[config.mk]
export PLATFORM = sky130hd
export DESIGN_NAME = rst_supervisor
export DESIGN_NICKNAME = d
export VERILOG_FILES = /design/src/rtl/rstsup_pkg.sv /design/src/rtl/rstsup_sync.sv /design/src/rtl/rstsup_low_qual.sv /design/src/rtl/rstsup_seq.sv /design/src/rtl/rstsup_pin_drv.sv /design/src/rtl/rst_supervisor.sv
export SDC_FILE = /design/constraint.sdc
export NUM_CORES = 1
export LEC_CHECK = 0
export BUFFER_PORTS_ARGS = -buffer_cell sky130_fd_sc_hd__buf_2
export CAP_MARGIN = 30
export CORE_MARGIN = 2
export CORE_UTILIZATION = 60
export CTS_BUF_LIST = sky130_fd_sc_hd__clkbuf_8
export CTS_CLUSTER_SIZE = 12
export DETAILED_ROUTE_END_ITERATION = 10
export GPL_TIMING_DRIVEN = 0
export PLACE_DENSITY_LB_ADDON = 0.12
export REMOVE_ABC_BUFFERS = 1
export SLEW_MARGIN = 0
export SYNTH_ARGS = -nofsm -noshare
export SYNTH_HDL_FRONTEND = slang
export SYNTH_SLANG_ARGS = --single-unit
[constraint.sdc]
create_clock -name clk -period 4.81 [get_ports clk]
set_clock_uncertainty 0.1 [all_clocks]
set_input_delay 0.962 -clock clk [delete_from_list [all_inputs] [get_ports clk]]
set_output_delay 0.962 -clock clk [all_outputs]
set_load 0.02 [all_outputs]
[src/rtl/rstsup_pkg.sv]
package rstsup_pkg;

    typedef enum logic [1:0] {
        DRV_PP_HIGH = 2'd0,
        DRV_PP_LOW  = 2'd1,
        DRV_OD_LOW  = 2'd2
    } drive_mode_e;

    typedef enum logic [1:0] {
        ST_SUP_HOLD = 2'd0,
        ST_MR_HOLD  = 2'd1,
        ST_TIMEOUT  = 2'd2,
        ST_RUN      = 2'd3
    } seq_state_e;

    typedef struct packed {
        logic level;
        logic enable;
    } pin_drive_t;

    function automatic int count_width(input int limit);
        return (limit > 1) ? $clog2(limit + 1) : 1;
    endfunction

    function automatic pin_drive_t encode_pin(input drive_mode_e mode,
                                              input logic asserted,
                                              input logic pull);
        pin_drive_t p;
        case (mode)
            DRV_PP_HIGH: begin p.level = asserted;  p.enable = 1'b1; end
            DRV_PP_LOW:  begin p.level = ~asserted; p.enable = 1'b1; end
            default:     begin p.level = 1'b0;      p.enable = pull; end
        endcase
        return p;
    endfunction

endpackage

[src/rtl/rstsup_sync.sv]
module rstsup_sync #(
    parameter int   STAGES    = 2,
    parameter logic RESET_VAL = 1'b1
) (
    input  logic clk,
    input  logic rst,
    input  logic d,
    output logic q
);
    logic chain [STAGES];

    always_ff @(posedge clk) begin
        if (rst) begin
            for (int i = 0; i < STAGES; i++) chain[i] <= RESET_VAL;
        end else begin
            chain[0] <= d;
            for (int i = 1; i < STAGES; i++) chain[i] <= chain[i-1];
        end
    end

    assign q = chain[STAGES-1];
endmodule

[src/rtl/rstsup_low_qual.sv]
module rstsup_low_qual #(
    parameter int   MIN_CYC    = 6,
    parameter logic RESET_QUAL = 1'b0
) (
    input  logic clk,
    input  logic rst,
    input  logic sample_low,
    output logic qualified
);
    import rstsup_pkg::*;

    localparam int QW = count_width(MIN_CYC);
    localparam logic [QW-1:0] LIMIT = QW'(MIN_CYC);

    logic [QW-1:0] run_q;

    always_ff @(posedge clk) begin
        if (rst)              run_q <= RESET_QUAL ? LIMIT : '0;
        else if (!sample_low) run_q <= '0;
        else if (run_q != LIMIT) run_q <= run_q + 1'b1;
    end

    assign qualified = (run_q == LIMIT);

    // a qualified level needs a low sample at the previous edge
    assert_qual_follows_low_R3: assert property (@(posedge clk) disable iff (rst)
        (qualified && !$past(rst)) |-> $past(sample_low));

    assert_run_bounded_R7: assert property (@(posedge clk) disable iff (rst)
        run_q <= LIMIT);
endmodule

[src/rtl/rstsup_seq.sv]
module rstsup_seq #(
    parameter int TIMEOUT_CYC = 40
) (
    input  logic clk,
    input  logic rst,
    input  logic sup_bad,
    input  logic mr_hold,
    output logic asserted_q,
    output logic pull_q
);
    import rstsup_pkg::*;

    localparam int CW = count_width(TIMEOUT_CYC);
    localparam logic [CW-1:0] LAST = CW'(TIMEOUT_CYC - 1);

    seq_state_e state_q, state_d;
    logic [CW-1:0] cnt_q, cnt_d;

    always_comb begin
        state_d = state_q;
        cnt_d   = cnt_q;
        if (sup_bad) begin
            state_d = ST_SUP_HOLD;
            cnt_d   = '0;
        end else if (mr_hold) begin
            state_d = ST_MR_HOLD;
            cnt_d   = '0;
        end else begin
            case (state_q)
                ST_SUP_HOLD, ST_MR_HOLD: begin
                    state_d = ST_TIMEOUT;
                    cnt_d   = '0;
                end
                ST_TIMEOUT: begin
                    if (cnt_q == LAST) begin
                        state_d = ST_RUN;
                        cnt_d   = '0;
                    end else begin
                        cnt_d = cnt_q + 1'b1;
                    end
                end
                ST_RUN:  state_d = ST_RUN;
                default: state_d = ST_SUP_HOLD;
            endcase
        end
    end

    always_ff @(posedge clk) begin
        if (rst) begin
            state_q    <= ST_SUP_HOLD;
            cnt_q      <= '0;
            asserted_q <= 1'b1;
            pull_q     <= 1'b1;
        end else begin
            state_q    <= state_d;
            cnt_q      <= cnt_d;
            asserted_q <= (state_d != ST_RUN);
            pull_q     <= (state_d == ST_SUP_HOLD) || (state_d == ST_TIMEOUT);
        end
    end

    assert_supply_holds_R3: assert property (@(posedge clk) disable iff (rst)
        sup_bad |=> (state_q == ST_SUP_HOLD) && asserted_q);

    assert_manual_holds_R6: assert property (@(posedge clk) disable iff (rst)
        (mr_hold && !sup_bad) |=> (state_q == ST_MR_HOLD) && asserted_q);

    assert_release_after_full_count_R5: assert property (@(posedge clk) disable iff (rst)
        (state_q == ST_RUN && $past(state_q) != ST_RUN) |->
            ($past(state_q) == ST_TIMEOUT && $past(cnt_q) == LAST));

    // leaving a timeout for a hold keeps reset signalled
    assert_restart_keeps_reset_R9: assert property (@(posedge clk) disable iff (rst)
        ($past(state_q) == ST_TIMEOUT && state_q != ST_TIMEOUT && state_q != ST_RUN)
            |-> asserted_q);

    assert_count_bounded_R2: assert property (@(posedge clk) disable iff (rst)
        cnt_q <= LAST);
endmodule

[src/rtl/rstsup_pin_drv.sv]
module rstsup_pin_drv #(
    parameter rstsup_pkg::drive_mode_e OUT_MODE = rstsup_pkg::DRV_OD_LOW,
    parameter int SYNC_STAGES = 2
) (
    input  logic clk,
    input  logic rst,
    input  logic asserted,
    input  logic pull,
    output logic pin_level,
    output logic pin_enable,
    output logic sense_mask
);
    import rstsup_pkg::*;

    pin_drive_t drv;

    assign drv        = encode_pin(OUT_MODE, asserted, pull);
    assign pin_level  = drv.level;
    assign pin_enable = drv.enable;

    generate
        if (OUT_MODE == DRV_OD_LOW) begin : g_od_mask
            logic [SYNC_STAGES-1:0] hist_q;
            always_ff @(posedge clk) begin
                if (rst) hist_q <= '1;
                else     hist_q <= {hist_q[SYNC_STAGES-2:0], drv.enable};
            end
            assign sense_mask = drv.enable | (|hist_q);

            assert_od_level_low_R11: assert property (@(posedge clk) disable iff (rst)
                pin_level == 1'b0);
        end else begin : g_pp_open
            assign sense_mask = 1'b0;

            assert_pp_always_driven_R11: assert property (@(posedge clk) disable iff (rst)
                pin_enable && (pin_level == (OUT_MODE == DRV_PP_HIGH ? asserted : ~asserted)));
        end
    endgenerate
endmodule

[src/rtl/rst_supervisor.sv]
module rst_supervisor #(
    parameter rstsup_pkg::drive_mode_e OUT_MODE = rstsup_pkg::DRV_OD_LOW,
    parameter int TIMEOUT_CYC  = 20_000_000,
    parameter int MR_QUAL_CYC  = 300,
    parameter int SUP_FILT_CYC = 40,
    parameter int SYNC_STAGES  = 2
) (
    input  logic clk,
    input  logic rst,
    input  logic supply_ok_i,
    input  logic rst_pin_i,
    output logic rst_pin_o,
    output logic rst_pin_oe_o
);
    import rstsup_pkg::*;

    logic sup_sync, pin_sync;
    logic sup_bad, mr_hold;
    logic asserted, pull, mask;

    rstsup_sync #(.STAGES(SYNC_STAGES), .RESET_VAL(1'b0)) u_sync_sup (
        .clk(clk), .rst(rst), .d(supply_ok_i), .q(sup_sync));

    rstsup_sync #(.STAGES(SYNC_STAGES), .RESET_VAL(1'b1)) u_sync_pin (
        .clk(clk), .rst(rst), .d(rst_pin_i), .q(pin_sync));

    rstsup_low_qual #(.MIN_CYC(SUP_FILT_CYC), .RESET_QUAL(1'b1)) u_qual_sup (
        .clk(clk), .rst(rst), .sample_low(~sup_sync), .qualified(sup_bad));

    rstsup_low_qual #(.MIN_CYC(MR_QUAL_CYC), .RESET_QUAL(1'b0)) u_qual_pin (
        .clk(clk), .rst(rst), .sample_low(~pin_sync & ~mask), .qualified(mr_hold));

    rstsup_seq #(.TIMEOUT_CYC(TIMEOUT_CYC)) u_seq (
        .clk(clk), .rst(rst), .sup_bad(sup_bad), .mr_hold(mr_hold),
        .asserted_q(asserted), .pull_q(pull));

    rstsup_pin_drv #(.OUT_MODE(OUT_MODE), .SYNC_STAGES(SYNC_STAGES)) u_drv (
        .clk(clk), .rst(rst), .asserted(asserted), .pull(pull),
        .pin_level(rst_pin_o), .pin_enable(rst_pin_oe_o), .sense_mask(mask));

    generate
        if (OUT_MODE == DRV_OD_LOW) begin : g_od_chk
            assert_own_pulse_masked_R12: assert property (@(posedge clk) disable iff (rst)
                $past(rst_pin_oe_o) |-> !mr_hold);
        end
    endgenerate
endmodule

Yosys cells after proc, flatten, opt, wreduce, memory -nomap -nowiden:

Memories as Yosys holds them, arrays and structs flattened.
Index checks and enable logic that the tools add are counted.

* bits in registers: 45
* bits in writable memories: 4
* bits of input ports: 4
* word-level logic and storage cells: 55
* memories kept: 2

* add/subtract/negate cells: 3
* eq/ne operators: 9
* muxes and demuxes: 15
* bitwise gates (word level): 9
* reductions and logical operators: 10

Memory list
* u_sync_pin.chain: depth 2, bits a word 1, rd ports 2, clocked after Yosys merged registers in 0, write ports 2, RTL line rstsup_sync.sv:10 `logic chain [STAGES];`
* u_sync_sup.chain: depth 2, bits a word 1, rd ports 2, clocked after Yosys merged registers in 0, write ports 2, RTL line rstsup_sync.sv:10

Operator list (number)
* $pmux 25 s2: 1
* $add 25x1->25 const B: 1
* $eq 25x25->1 const B: 1
* $mux 25: 1
* $mux 6: 2
* $add 9x1->9 const B: 1
* $eq 9x9->1 const B: 1
* $ne 9x9->1 const B: 1
* $reduce_or 2->1: 4
* $mux 1: 7
* $add 6x1->6 const B: 1
* $eq 2x2->1 const B: 3
* $eq 6x6->1 const B: 1
* $mux 2: 3
* $ne 6x6->1 const B: 1
* $pmux 2 s3: 1
* $or 1x1->1: 5
* $logic_not 2->1: 2
* $reduce_bool 2->1: 2
* $not 1->1: 3
* $reduce_or 3->1: 1
* $eq 2x1->1 const B: 1
* $and 1x1->1: 1
* $logic_or 1x1->1: 1

Logic depth before layout (Yosys ltp):

Gate-level depths: netlist of run 1.

* depth in word-level cells: 7
* mapped depth: 7
* gate-level depth less buffers: 6

Modules after synthesis:

From an unflattened synthesis of run 1, not the netlist that was laid out.

* cell total of the unflattened synthesis: 273
* area total of the unflattened synthesis: 2393.5 sq um

Modules (own cells, without submodules)
* rstsup_seq: times used 1, cells an instance 168, area each 1440.1 sq um, seq. area each 580.6 sq um
* rstsup_low_qual (u_qual_pin): times used 1, cells an instance 53, area each 447.9 sq um, seq. area each 180.2 sq um
* rstsup_low_qual (u_qual_sup): times used 1, cells an instance 34, area each 315.3 sq um, seq. area each 120.1 sq um
* rstsup_sync: times used 2, cells an instance 4, area each 52.6 sq um, seq. area each 40.0 sq um
* rstsup_pin_drv: times used 1, cells an instance 8, area each 77.6 sq um, seq. area each 40.0 sq um
* rst_supervisor: times used 1, cells an instance 2, area each 7.5 sq um, seq. area each 0.0 sq um

Least setup slack after synthesis of run 1:

Ideal clock, no wire load.

* path kind: input port to flip-flop
* start point: input rst
* end point: register u_qual_pin.run_q[3]
* data arrival time: 1.919 ns
* data required time: 4.640 ns
* path slack: 2.721 ns
* stages: 4
* cell sequence: or2_2 > or4_1 > clkbuf_1 > a21oi_1

* cells in the longest elaborated chain, start to end: 1

RTL lines
* start: declaration: RTL line rst_supervisor.sv:9 `input logic rst,`
* $reduce_or 2->1 (no source line)
* end signal: assignment: RTL line rstsup_low_qual.sv:18 `if (rst) run_q <= RESET_QUAL ? LIMIT : '0;`
* end signal: assignment: RTL line rstsup_low_qual.sv:20 `else if (run_q != LIMIT) run_q <= run_q + 1'b1;`
* end: declaration: RTL line rstsup_low_qual.sv:15 `logic [QW-1:0] run_q;`

Every way passes these cells.
A chain may end at the register's enable or synchronous reset.

Worst setup path in the final report of run 1:

* start point: register u_seq.cnt_q[0]
* end point: register u_seq.cnt_q[22]

* cells in the longest elaborated chain, start to end: 3
* elaborated cells on any way between the ends: 4
* those cells by class: add/sub: 1; eq/ne: 1; mux: 2

RTL lines
* start: declaration: RTL line rstsup_seq.sv:17 `logic [CW-1:0] cnt_q, cnt_d;`
* start signal: assignment: RTL line rstsup_seq.sv:56 `cnt_q <= cnt_d;`
* $add 25x1->25 / $eq 25x25->1 (equally long branches): RTL line rstsup_seq.sv:39, rstsup_seq.sv:35
* $mux 25 (*): RTL line rstsup_seq.sv:35 `if (cnt_q == LAST) begin`
* $pmux 25 s2 (*): RTL line rstsup_seq.sv:29 `case (state_q)`

Every way passes the cells marked *; elsewhere a longest branch is shown, timed or not.

==> results of run 1 <==
## worst paths after layout
check                                             from                                   end  cells past startpoint
setup / recovery           u_seq.cnt_q[0]$_SDFFE_PP0P_          u_seq.cnt_q[22]$_SDFFE_PP0P_                      6
hold / removal    u_drv.g_od_mask.hist_q[0]$_SDFF_PP1_  u_drv.g_od_mask.hist_q[1]$_SDFF_PP1_                      1
setup reg to reg           u_seq.cnt_q[0]$_SDFFE_PP0P_          u_seq.cnt_q[22]$_SDFFE_PP0P_                      6
hold reg to reg   u_drv.g_od_mask.hist_q[0]$_SDFF_PP1_  u_drv.g_od_mask.hist_q[1]$_SDFF_PP1_                      1
## state kept, by name (all words and copies together) (netlist names)
signal and count:
u_drv.g_od_mask.hist_q 2, u_qual_pin.run_q 9, u_qual_sup.run_q 6, u_seq.cnt_q 25, u_seq.pull_q 1, u_seq.state_q 2, u_sync_pin.chain 2, u_sync_sup.chain 2
## worst max-delay path: cells and delay by family, from the launching register on
family                     cells  cell delay, ps
adders and majority gates      1             250
and+or+nand+nor                4            1240
AOI/OAI and AO/OA              1              90
DFF                            1             390
## cells by family after synthesis
family,share of synthesized area
buf+inv,0.0380
xor+xnor,0.0776
other cells,0.00158
mux,0.0127
compound gates,0.116
simple gates,0.314
fa+ha+maj,0.0264
flops,0.414
## through the flow
| stage | power (mW) | std cells | util |
|---|---|---|---|
| final | 0.751 | 317 | 0.670 |
| after global routing | 0.785 | 317 | 0.670 |
| after CTS | 0.758 | 317 | 0.670 |
| after detailed placement | 0.516 | 309 | 0.645 |
| after global placement | 0.515 | 309 | 0.645 |
| after floorplan | 0.498 | 257 | - |
## power groups by stage
stage / clock, mW / sequential, mW / combinational [mW]
2_1_floorplan: 0 / 0.438 / 0.0595
3_3_place_gp: 0 / 0.442 / 0.0727
3_5_place_dp: 0 / 0.442 / 0.0743
4_1_cts: 0.251 / 0.433 / 0.0750
5_1_grt: 0.269 / 0.435 / 0.0803
6_report: 0.244 / 0.433 / 0.0743
## layout by cell type, fill, tap and decap left out, drive strengths merged, types with 4 or more instances in the layout
master,instances
a31oi,10
or2,7
xor2,6
nand2,21
inv,10
nor2b,5
nand4b,4
nand3,18
dfxtp,49
xnor2,15
nor4,8
o21ai,4
a21oi,11
nor3,9
clkbuf,5
buf,4
nor2,27
nand4,10
ha,5
## metal layers
metal,vias to the layer above,routed length (um),GRT usage
met1,889,2070,0.270
met4,0,73,0.0816
li1,964,-,-
met5,-,0,0
met2,33,2100,0.386
met3,10,178,0.0676
## synthesized netlist by cell type, types with 2 or more instances
cell,instances,area share
nor2b_1,5,0.013
clkbuf_1,4,0.0063
nor2_1,25,0.040
o21bai_1,3,0.0095
and2_1,2,0.0053
o21ai_0,4,0.0084
mux2i_1,3,0.013
xnor2_1,15,0.055
nand2_1,21,0.033
o22ai_1,2,0.0053
a21oi_1,11,0.023
a31oi_1,10,0.026
nand3_1,17,0.036
nor4_1,6,0.016
nor3_1,9,0.019
dfxtp_1,49,0.41
nor2_2,2,0.0053
inv_1,10,0.016
buf_2,3,0.0063
buf_4,3,0.0095
or2_2,6,0.016
and3_1,3,0.0079
nand4b_1,4,0.015
nand4_1,9,0.024
nor4b_1,2,0.0074
and4_1,3,0.011
xor2_1,6,0.022
ha_1,5,0.026
## final cells by class
| type | count | area, um2 | share of cell area |
|---|---|---|---|
| Multi-Input combinational cell | 198 | 1300 | 0.522 |
| Clock buffer | 5 | 68.8 | 0.0277 |
| Tap cell | 48 | 60.1 | 0.0241 |
| Clock inverter | 3 | 22.5 | 0.00905 |
| Timing Repair Buffer | 4 | 20.0 | 0.00804 |
| Inverter | 10 | 37.5 | 0.0151 |
| Sequential cell | 49 | 981 | 0.394 |
==> insert_results.sql, run 1 <==
INSERT INTO impl_metrics (metric_group, metric, value, unit) VALUES
('run_status', 'status', 'finished, final reports clean', ''),
('hold_path', 'hold_path.class', 'flip-flop to flip-flop', ''),
('setup_path', 'crit_path_cell_trace', 'ha_1 > nand4_2 > nor4_2 > and3b_1 > nand4b_1 > a31oi_1', ''),
('power_and_ir_drop', 'total_leakage_power', '0.765', 'nW'),
('floorplanning', 'core.rowCount', '22', ''),
('place', 'placement_stage_cell_area', '2400', 'um2'),
('finish', 'layout-drive-gt1-share', '0.104', ''),
('clock_tree', 'cts-root-buf', 'clkbuf_8', ''),
('yosys', 'syn_area_per_cell', '8.88', 'um2'),
('setup_path', 'critical_path.endpoint_type', 'flip-flop', ''),
('yosys', 'post_synth_inst_count', '267', ''),
('global_routing', 'grt.overflow.total', '0', ''),
('timing', 'final_min_period_over_clock_period', '0.453', ''),
('timing', 'finalMaxSlewViolations', '0', ''),
('finish', 'insertedDiodeCount', '0', ''),
('clock_tree', 'cts_tree', 'built', ''),
('yosys', 'synth_top_flop_cell', 'dfxtp_1', ''),
('timing', 'unrepaired_setup_endpoints_after_global_routing', 'false', ''),
('setup_path', 'timing.critical_path.fanout_max', '6', ''),
('finish', 'filler_cell_count', '300', ''),
('power_and_ir_drop', 'irDropWorstVdd', '0.000207', 'V'),
('setup_path', 'category_of_the_most_critical_setup_path', 'flip-flop to flip-flop', ''),
('timing', 'tns', '0', 'ps'),
('drt', 'drt-initial-drc-count', '132', ''),
('power_and_ir_drop', 'cellInternalPower', '0.553', 'mW'),
('clock_tree', 'cts.hold.buffers_added', '0', ''),
('finish', 'final_nets', '277', ''),
('drt', 'drtPass1Iterations', '4', ''),
('global_routing', 'number_of_global_route_vias_before_repair', '1789', ''),
('power_and_ir_drop', 'power.share.switching', '0.263', ''),
('yosys', 'netlist_area', '2370', 'um2'),
('drt', 'vias_per_cell', '5.98', ''),
('yosys', 'yosys_warnings', '0', ''),
('setup_path', 'worst_endpoint_required_time', '4900', 'ps'),
('floorplanning', 'design.portCount', '6', ''),
('setup_path', 'critPathArrivalTime', '2270', 'ps'),
('yosys', 'synth_sequential_area_ratio', '0.414', ''),
('global_routing', 'grt_overall_usage', '0.227', ''),
('floorplanning', 'die_width', '66.8', 'um'),
('place', 'dp_hpwl', '3140', 'um'),
('finish', 'synthToLayoutAreaGrowth', '5.02', '%'),
('floorplanning', 'fp.coreArea', '3720', 'um2'),
('floorplanning', 'fp.dieArea', '4470', 'um2'),
('drt', 'finalWirelength', '4420', 'um'),
('power_and_ir_drop', 'power.share.clock', '0.324', ''),
('drt', 'wire_per_inst', '14.0', 'um'),
('power_and_ir_drop', 'powerDensity', '302', 'nW/um2'),
('clock_tree', 'ctsLongestPathBuffers', '2', ''),
('clock_tree', 'ctsHtreeMaxLevel', '2', ''),
('setup_path', 'timing.critical_path.slowest_cell_delay', '630', 'ps'),
('timing', 'worst_hold_slack', '325', 'ps'),
('global_routing', 'grt_antenna_before_repair', '0', ''),
('setup_path', 'critical_path.startpoint_type', 'flip-flop', ''),
('timing', 'timing.fmax', '459', 'MHz'),
('global_routing', 'pin_count_of_the_biggest_net_entering_global_routing', '17', ''),
('clock_tree', 'gates_resized_cts_repair', '0', ''),
('timing', 'worstMarginPinSlew', '898', 'ps'),
('clock_tree', 'post_cts_setup_buffer_count', '0', ''),
('clock_tree', 'cts-buffers-inserted', '5', ''),
('place', 'place_ws', '2420', 'ps'),
('timing', 'final_hold_viol_count', '0', ''),
('place', 'io_buffer_count', '4', ''),
('drt', 'route.vias.total', '1896', ''),
('floorplanning', 'die_height', '66.8', 'um'),
('timing', 'post-route-worst-setup-slack', '2630', 'ps'),
('yosys', 'ys_ff_latch', '49', ''),
('clock_tree', 'clk_latency', '310', 'ps'),
('global_routing', 'grt_first_pass_wirelength', '7600', 'um'),
('setup_path', 'critPathSlowestCell', 'nor4_2', ''),
('timing', 'timing.final.setup_violations', '0', ''),
('setup_path', 'timing.reg2reg.setup_slack', '2630', 'ps');
Note: power is estimated with default switching activity, not from simulation.
==> run 2: changes to the inputs <==
--- a/config.mk
+++ b/config.mk
@@ -5,10 +5,11 @@
 export SDC_FILE = /design/constraint.sdc
 export NUM_CORES = 1
 export LEC_CHECK = 0
+export ABC_AREA = 1
 export BUFFER_PORTS_ARGS = -buffer_cell sky130_fd_sc_hd__buf_2
 export CAP_MARGIN = 30
 export CORE_MARGIN = 2
-export CORE_UTILIZATION = 60
+export CORE_UTILIZATION = 58
 export CTS_BUF_LIST = sky130_fd_sc_hd__clkbuf_8
 export CTS_CLUSTER_SIZE = 12
 export DETAILED_ROUTE_END_ITERATION = 10
==> constraint.sdc (replaced) <==
create_clock -name clk -period 2 [get_ports clk]
set_clock_uncertainty 0.1 [all_clocks]
set_input_delay 0.4 -clock clk [delete_from_list [all_inputs] [get_ports clk]]
set_output_delay 0.4 -clock clk [all_outputs]
set_load 0.02 [all_outputs]
==> run 2 against run 1 <==
  * Combinational power grew to 3.9 times the previous value
  * Critical path type unchanged
  * Final cell count grew 38%
  * First-iteration DRC count grew 83%
  * Core utilization shrank 2.7 points
  * Cell area grew 13%
  * Largest cell class unchanged
  * Count of clock-buffer cells in the layout grew 1
  * Routed wire length grew 14%
  * Critical path depth grew 4
  * Sequential power grew 140%
  * Non-clock buffer count grew 1
  * Setup slack lost 2300 ps
  * Highest routed layer unchanged
==> insert_results.sql, run 2 <==
INSERT INTO impl_metrics (metric_group, metric, value, unit) VALUES
('drt', 'drtPass1Iterations', '4', ''),
('finish', 'biggest_registers_after_layout', 'u_seq.cnt_q x25, u_qual_pin.run_q x9, u_qual_sup.run_q x6', ''),
('clock_tree', 'cts-root-buf', 'clkbuf_8', ''),
('power_and_ir_drop', 'combPwrFrac', '0.141', ''),
('place', 'placement_stage_cell_area', '2700', 'um2'),
('place', 'routabilityCongestion', '0.875', ''),
('power_and_ir_drop', 'netSwitchingPower', '0.568', 'mW'),
('hold_path', 'hold-path-endpoint', 'u_sync_pin.chain[0][0]$_SDFF_PP1_', ''),
('timing', 'final_hold_viol_count', '0', ''),
('yosys', 'post-synth-top-area-fraction', '0.371', ''),
('clock_tree', 'cts_tree', 'built', ''),
('timing', 'timing.final.crit_period', '1700', 'ps'),
('yosys', 'post_synth_most_frequent_cells', 'nand2_1, nor2_1, dfxtp_1', ''),
('global_routing', 'grt.overflow.total', '0', ''),
('finish', 'synthToLayoutAreaGrowth', '6.68', '%'),
('run', 'maxCapViolCount', '0', ''),
('setup_path', 'timing.critical_path.slowest_cell_delay', '380', 'ps'),
('drt', 'route.vias.total', '2302', ''),
('yosys', 'netlist_area', '2640', 'um2'),
('finish', 'finalInstanceArea', '2820', 'um2'),
('global_routing', 'number_of_global_route_vias_before_repair', '2213', ''),
('global_routing', 'groute.layer.met3.usage', '0.0436', ''),
('timing', 'tns', '0', 'ps'),
('timing', 'finalMaxSlewViolations', '0', ''),
('clock_tree', 'gates_resized_cts_repair', '0', ''),
('floorplanning', 'floorplan.initialDensity', '0.603', ''),
('global_routing', 'grt_antenna_before_repair', '0', ''),
('power_and_ir_drop', 'powerDensity', '734', 'nW/um2'),
('clock_tree', 'cts-buffers-inserted', '5', ''),
('clock_tree', 'numClockSinks', '49', ''),
('setup_path', 'crit_path_frequent_cell', 'nand2_2', ''),
('global_routing', 'grt_overall_usage', '0.226', ''),
('finish', 'final_nets', '393', ''),
('hold_path', 'worst_hold_startpoint', 'rst_pin_i', ''),
('power_and_ir_drop', 'cellInternalPower', '1.50', 'mW'),
('yosys', 'yosys_warnings', '0', ''),
('timing', 'worst_slew_margin_rel', '0.632', ''),
('yosys', 'synth_area_leader_cell', 'dfxtp_1', ''),
('timing', 'timing.final.setup_violations', '0', ''),
('setup_path', 'critical_path.endpoint_type', 'flip-flop', ''),
('finish', 'layout_commonest_cell', 'nand2_1', ''),
('power_and_ir_drop', 'power.share.switching', '0.275', ''),
('global_routing', 'globalRouteMet2Util', '0.389', ''),
('setup_path', 'critPathSlowestCell', 'dfxtp_1', ''),
('timing', 'final_min_period_over_clock_period', '0.850', ''),
('power_and_ir_drop', 'total_leakage_power', '1.08', 'nW'),
('finish', 'flip_flop_count_of_the_largest_register_all_copies_and_words_added', '25', ''),
('finish', 'layout-drive-gt1-share', '0.130', ''),
('setup_path', 'timing.critical_path.max_delay_family', 'simple AND/OR/NAND/NOR gates', ''),
('clock_tree', 'clk_latency', '300', 'ps'),
('yosys', 'synth_edf_count', '0', ''),
('global_routing', 'grt_first_pass_wirelength', '9390', 'um'),
('finish', 'register_ranked_first_by_flip_flop_count', 'u_seq.cnt_q', ''),
('global_routing', 'pin_count_of_the_biggest_net_entering_global_routing', '20', ''),
('clock_tree', 'ctsHtreeMaxLevel', '2', ''),
('yosys', 'synth_most_common_cell', 'nand2_1', ''),
('power_and_ir_drop', 'irDropWorstVdd', '0.000639', 'V'),
('clock_tree', 'post_cts_setup_buffer_count', '0', ''),
('floorplanning', 'core.rowCount', '24', ''),
('timing', 'timing.fmax', '588', 'MHz'),
('global_routing', 'globalRoute.busiestLayer', 'met2', ''),
('setup_path', 'regToRegEndpoint', 'u_seq.cnt_q[14]$_SDFFE_PP0P_', ''),
('yosys', 'async_reset_ff_frac', '0', ''),
('setup_path', 'timing.reg2reg.setup_slack', '300', 'ps'),
('run_status', 'status', 'finished, final reports clean', ''),
('place', 'dp_hpwl', '3710', 'um'),
('drt', 'antenna_violating_nets_post_route', '0', ''),
('yosys', 'synth_top_cells_by_area', 'dfxtp_1, nand2_1, nor2_1, inv_1, nand3_1', ''),
('timing', 'unrepaired_setup_endpoints_after_global_routing', 'false', ''),
('setup_path', 'regToRegStartpoint', 'u_seq.cnt_q[0]$_SDFFE_PP0P_', ''),
('hold_path', 'hold_path.class', 'primary input to flip-flop', ''),
('yosys', 'syn_area_per_cell', '7.01', 'um2'),
('drt', 'vias_per_cell', '5.27', ''),
('setup_path', 'r2r.worst_path.cells', '10', ''),
('clock_tree', 'ctsLongestPathBuffers', '2', ''),
('timing', 'worst_hold_slack', '191', 'ps'),
('yosys', 'post_synth_inst_count', '377', ''),
('drt', 'finalWirelength', '5040', 'um'),
('yosys', 'ys_ff_latch', '49', ''),
('yosys', 'synth_top_flop_cell', 'dfxtp_1', ''),
('place', 'io_buffer_count', '4', ''),
('power_and_ir_drop', 'power.share.clock', '0.353', ''),
('clock_tree', 'clock_pin_slew_reported_for_the_worst_setup_and_hold_paths_after_clock_tree_synthesis', '90', 'ps'),
('drt', 'drt-initial-drc-count', '241', ''),
('setup_path', 'critPathArrivalTime', '1800', 'ps'),
('power_and_ir_drop', 'sequentialPowerShare', '0.505', ''),
('setup_path', 'crit_path_cell_trace', 'ha_1 > nand2_2 > nor2_8 > nand2_2 > nor2_1 > nand2_1 > nand3_2 > nand2_2 > nand2_2 > nor2_1', ''),
('timing', 'worstMarginPinSlew', '550', 'ps'),
('setup_path', 'cp_buf_inv_count', '0', ''),
('floorplanning', 'fp.dieArea', '5110', 'um2'),
('drt', 'wire_per_inst', '11.5', 'um'),
('floorplanning', 'design.portCount', '6', ''),
('finish', 'most-common-layout-cells', 'nand2_1, nor2_1, dfxtp_1', ''),
('clock_tree', 'cts.hold.buffers_added', '0', ''),
('setup_path', 'timing.critical_path.fanout_max', '5', ''),
('setup_path', 'category_of_the_most_critical_setup_path', 'flip-flop to flip-flop', ''),
('drt', 'remaining_drc_errors', '0', ''),
('global_routing', 'use_met1', '0.288', ''),
('floorplanning', 'die_width', '71.5', 'um'),
('setup_path', 'critical_path.startpoint_type', 'flip-flop', ''),
('yosys', 'post_synth_num_cell_types', '35', ''),
('setup_path', 'worst_endpoint_required_time', '2100', 'ps'),
('hold_path', 'min_delay_path_depth', '2', ''),
('finish', 'insertedDiodeCount', '0', ''),
('floorplanning', 'die_height', '71.5', 'um'),
('yosys', 'synth_sequential_area_ratio', '0.371', ''),
('floorplanning', 'fp.coreArea', '4380', 'um2');
## run 2: cell types whose count changed after synthesis, sizes merged, moves of 5 or more
cell | previous run | this run
nor2 | 27 | 70
a21oi | 11 | 25
a31oi | 10 | 2
inv | 10 | 50
o21ai | 4 | 13
nand2 | 21 | 89
nor2b | 5 | 0
nor4 | 8 | 2
xnor2 | 15 | 8
nand3 | 18 | 26
## run 2: power by group through the flow
| stage | Clock [mW] | Sequential [mW] | Combinational (mW) |
|---|---|---|---|
| floorplan | 0 | 1.06 | 0.211 |
| global placement | 0 | 1.07 | 0.270 |
| detailed placement | 0 | 1.07 | 0.297 |
| CTS | 0.747 | 1.05 | 0.297 |
| global route | 0.788 | 1.05 | 0.343 |
| finish | 0.731 | 1.05 | 0.292 |
## run 2: logic make-up after synthesis
group | count (synthesis) | share of synthesized area
and+or+nand+nor | 207 | 0.375
xor gates and xnor gates | 16 | 0.0530
adders and majority gates | 5 | 0.0237
buffers and inverters | 55 | 0.0848
DFF | 49 | 0.371
other | 1 | 0.00142
AOI/OAI and AO/OA | 44 | 0.0909
## run 2: area by class of cell
type                            count  area [um2]
Fill cell                         396        1570
Multi-Input combinational cell    273        1440
Sequential cell                    49         981
Inverter                           50         188
Clock buffer                        6        82.6
Tap cell                           52        65.1
Clock inverter                      2        33.8
Timing Repair Buffer                5        31.3
## run 2: stage by stage
step | total power [mW] | instances | utilization | worst slack, ps
floorplan | 1.27 | 372 | - | 523
global placement | 1.34 | 428 | 0.614 | 230
detailed placement | 1.36 | 429 | 0.616 | 312
CTS | 2.09 | 437 | 0.643 | 303
global route | 2.18 | 437 | 0.643 | 112
finish | 2.07 | 437 | 0.643 | 300
## run 2: how the worst max path moves through the flow
stage	from	to	cells past startpoint
finish	u_seq.cnt_q[0]$_SDFFE_PP0P_	u_seq.cnt_q[14]$_SDFFE_PP0P_	10
CTS	u_seq.cnt_q[0]$_SDFFE_PP0P_	u_seq.cnt_q[14]$_SDFFE_PP0P_	10
floorplan	u_seq.cnt_q[0]$_SDFFE_PP0P_	u_seq.cnt_q[16]$_SDFFE_PP0P_	10
detailed placement	u_seq.cnt_q[0]$_SDFFE_PP0P_	u_seq.cnt_q[14]$_SDFFE_PP0P_	10
global placement	u_seq.state_q[1]$_SDFF_PP0_	u_seq.cnt_q[2]$_SDFFE_PP0P_	4
global route	u_seq.cnt_q[0]$_SDFFE_PP0P_	u_seq.cnt_q[22]$_SDFFE_PP0P_	10
## run 2: per-layer routing
metal  vias to the layer above  wire, um
met5                         -         0
met2                        40      2450
met4                         0        51
met3                         6       160
met1                      1052      2380
li1                       1204         -
## run 2: worst register-to-register path, stage by stage, from the launching register on
cell and delay, ps:
dfxtp_1 380, ha_1 190, nand2_2 100, nor2_8 140
nand2_2 120, nor2_1 100, nand2_1 90, nand3_2 130
nand2_2 70, nand2_2 120, nor2_1 60
==> run 3: changes to the inputs <==
==> constraint.sdc (replaced) <==
create_clock -name clk -period 1.48 [get_ports clk]
set_clock_uncertainty 0.1 [all_clocks]
set_input_delay 0.296 -clock clk [delete_from_list [all_inputs] [get_ports clk]]
set_output_delay 0.296 -clock clk [all_outputs]
set_load 0.02 [all_outputs]
==> run 3 against run 2 <==
  * The run now ends with negative setup slack left
  * Final cell count is 2.7% higher
  * Core utilization is 7.0 points higher
  * Non-clock buffer count is 12 higher
  * Sequential share of layout area is 2.5 points lower
  * Sequential power is 36% higher
  * Clock power is 37% higher
  * Register-to-register slack worse by 340 ps
  * First-iteration DRC count is 16% lower
  * Die area stayed put
  * Hold slack worse by 110 ps
  * Critical path type unchanged
  * Largest power group unchanged
  * Highest routed layer unchanged
==> insert_results.sql, run 3 (synthesis results as in run 2) <==
INSERT INTO impl_metrics (metric_group, metric, value, unit) VALUES
('global_routing', 'number_of_global_route_vias_before_repair', '2309', ''),
('drt', 'wire_per_inst', '12.3', 'um'),
('finish', 'most-common-layout-cells', 'nand2_1, nor2_1, inv_1', ''),
('clock_tree', 'clock_pin_slew_reported_for_the_worst_setup_and_hold_paths_after_clock_tree_synthesis', '100', 'ps'),
('power_and_ir_drop', 'irDropWorstVdd', '0.000810', 'V'),
('drt', 'vias_per_cell', '5.30', ''),
('power_and_ir_drop', 'sequentialPowerShare', '0.477', ''),
('timing', 'timing.final.setup_violations', '9', ''),
('run_status', 'violations', 'negative setup slack', ''),
('timing', 'worst_hold_slack', '84.5', 'ps'),
('drt', 'finalWirelength', '5510', 'um'),
('drt', 'route.vias.total', '2381', ''),
('setup_path', 'critPathArrivalTime', '1640', 'ps'),
('power_and_ir_drop', 'power.share.clock', '0.333', ''),
('clock_tree', 'ctsLongestPathBuffers', '2', ''),
('global_routing', 'grt_antenna_before_repair', '0', ''),
('clock_tree', 'numClockSinks', '49', ''),
('timing', 'unrepaired_setup_endpoints_after_global_routing', 'true', ''),
('setup_path', 'timing.critical_path.fanout_max', '5', ''),
('place', 'dp_hpwl', '3710', 'um'),
('clock_tree', 'cts.hold.buffers_added', '0', ''),
('run', 'maxCapViolCount', '0', ''),
('timing', 'final_hold_viol_count', '0', ''),
('setup_path', 'category_of_the_most_critical_setup_path', 'flip-flop to flip-flop', ''),
('power_and_ir_drop', 'netSwitchingPower', '0.855', 'mW'),
('floorplanning', 'floorplan.initialDensity', '0.603', ''),
('floorplanning', 'die_width', '71.5', 'um'),
('global_routing', 'use_met1', '0.292', ''),
('setup_path', 'crit_path_frequent_cell', 'nor2_1', ''),
('drt', 'drt-initial-drc-count', '202', ''),
('finish', 'insertedDiodeCount', '0', ''),
('setup_path', 'crit_path_cell_trace', 'nand2_1 > nor2_4 > nand2_4 > nor2_1 > nand3_1 > nor2_1 > nor2_1 > nor2_1 > nor2_1', ''),
('clock_tree', 'ctsHtreeMaxLevel', '2', ''),
('finish', 'synthToLayoutAreaGrowth', '18.3', '%'),
('global_routing', 'globalRoute.busiestLayer', 'met2', ''),
('global_routing', 'globalRouteMet2Util', '0.419', ''),
('place', 'io_buffer_count', '4', ''),
('timing', 'tns', '-197', 'ps'),
('power_and_ir_drop', 'cellInternalPower', '2.14', 'mW'),
('clock_tree', 'cts-root-buf', 'clkbuf_8', ''),
('floorplanning', 'core.rowCount', '24', ''),
('finish', 'layout-drive-gt1-share', '0.270', ''),
('global_routing', 'groute.layer.met3.usage', '0.0422', ''),
('place', 'place.detailed.instances', '429', ''),
('clock_tree', 'clk_latency', '310', 'ps'),
('power_and_ir_drop', 'total_leakage_power', '1.26', 'nW'),
('timing', 'timing.final.crit_period', '1520', 'ps'),
('finish', 'flip_flop_count_of_the_largest_register_all_copies_and_words_added', '25', ''),
('finish', 'final_nets', '405', ''),
('timing', 'final_min_period_over_clock_period', '1.03', ''),
('place', 'placement_stage_cell_area', '2700', 'um2'),
('timing', 'finalMaxSlewViolations', '0', ''),
('finish', 'register_ranked_first_by_flip_flop_count', 'u_seq.cnt_q', ''),
('setup_path', 'critical_path.startpoint_type', 'flip-flop', ''),
('floorplanning', 'design.portCount', '6', ''),
('global_routing', 'grt_first_pass_wirelength', '9800', 'um'),
('floorplanning', 'fp.coreArea', '4380', 'um2'),
('place', 'place_ws', '-208', 'ps'),
('power_and_ir_drop', 'power.share.switching', '0.285', ''),
('floorplanning', 'fp.dieArea', '5110', 'um2'),
('setup_path', 'timing.critical_path.slowest_cell_delay', '380', 'ps'),
('timing', 'timing.fmax', '658', 'MHz'),
('setup_path', 'worst_endpoint_required_time', '1600', 'ps'),
('place', 'routabilityCongestion', '0.875', ''),
('drt', 'drtPass1Iterations', '4', ''),
('power_and_ir_drop', 'combPwrFrac', '0.190', ''),
('clock_tree', 'cts-buffers-inserted', '5', ''),
('hold_path', 'hold_path.class', 'primary input to flip-flop', ''),
('drt', 'remaining_drc_errors', '0', ''),
('timing', 'post-route-worst-setup-slack', '-39.5', 'ps'),
('global_routing', 'pin_count_of_the_biggest_net_entering_global_routing', '20', ''),
('run_status', 'status', 'finished with violations', ''),
('finish', 'layout_commonest_cell', 'nand2_1', ''),
('setup_path', 'critPathSlowestCell', 'dfxtp_4', ''),
('power_and_ir_drop', 'powerDensity', '959', 'nW/um2'),
('drt', 'antenna_violating_nets_post_route', '0', ''),
('clock_tree', 'cts_tree', 'built', ''),
('setup_path', 'critical_path.endpoint_type', 'flip-flop', ''),
('finish', 'biggest_registers_after_layout', 'u_seq.cnt_q x25, u_qual_pin.run_q x9, u_qual_sup.run_q x6', ''),
('global_routing', 'grt_overall_usage', '0.235', ''),
('global_routing', 'grt.overflow.total', '0', ''),
('finish', 'final-instance-count-excl-fill', '449', ''),
('finish', 'finalInstanceArea', '3130', 'um2'),
('floorplanning', 'die_height', '71.5', 'um');
==> run 3: area by class of cell <==
class / instances / area, um2
Clock buffer: 6 / 82.6
Clock inverter: 2 / 33.8
Fill cell: 355 / 1260
Inverter: 50 / 195
Multi-Input combinational cell: 273 / 1610
Sequential cell: 49 / 1010
Tap cell: 52 / 65.1
Timing Repair Buffer: 17 / 133
==> run 3: path summary, 6_finish.rpt <==
path	startpoint	end	slack [ps]	cells after the start
max reg2reg	u_seq.cnt_q[2]$_SDFFE_PP0P_	u_seq.cnt_q[21]$_SDFFE_PP0P_	-40	9
min reg2reg	u_sync_sup.chain[0][0]$_SDFF_PP0_	u_sync_sup.chain[0][1]$_SDFF_PP0_	320	2
max	u_seq.cnt_q[2]$_SDFFE_PP0P_	u_seq.cnt_q[21]$_SDFFE_PP0P_	-40	9
min	rst_pin_i	u_sync_pin.chain[0][0]$_SDFF_PP1_	80	2
==> run 3: repair_timing <==
| item | in CTS | in global routing |
|---|---|---|
| gates cloned | 0 | 0 |
| gates resized for setup | 24 | 46 |
| setup buffers | 8 | 4 |
| setup endpoints to repair | 30 | 33 |
| pin swaps | 15 | 12 |
==> run 3: critical path: cells and delay by family (launching register included) <==
family	cells	cell delay, ps
simple gates	9	970
flops	1	380
==> run 3: stage by stage <==
| stage | utilization | power (mW) |
|---|---|---|
| finish | 0.713 | 3.00 |
| floorplan | - | 1.72 |
| CTS | 0.678 | 2.94 |
| detailed placement | 0.616 | 1.84 |
| global placement | 0.614 | 1.81 |
| global route | 0.713 | 3.15 |
==> run 3: power groups by stage <==
stage / clock (mW) / combinational (mW) / sequential (mW)
3_3_place_gp: 0 / 0.365 / 1.44
2_1_floorplan: 0 / 0.285 / 1.43
3_5_place_dp: 0 / 0.401 / 1.44
4_1_cts: 1.01 / 0.509 / 1.43
5_1_grt: 1.07 / 0.640 / 1.44
6_report: 0.999 / 0.568 / 1.43
==> run 3: metal layers <==
layer | vias to the layer above | share of wire
met5 | - | 0
met3 | 6 | 0.032
met4 | 0 | 0.011
met1 | 1101 | 0.44
li1 | 1234 | -
met2 | 40 | 0.52
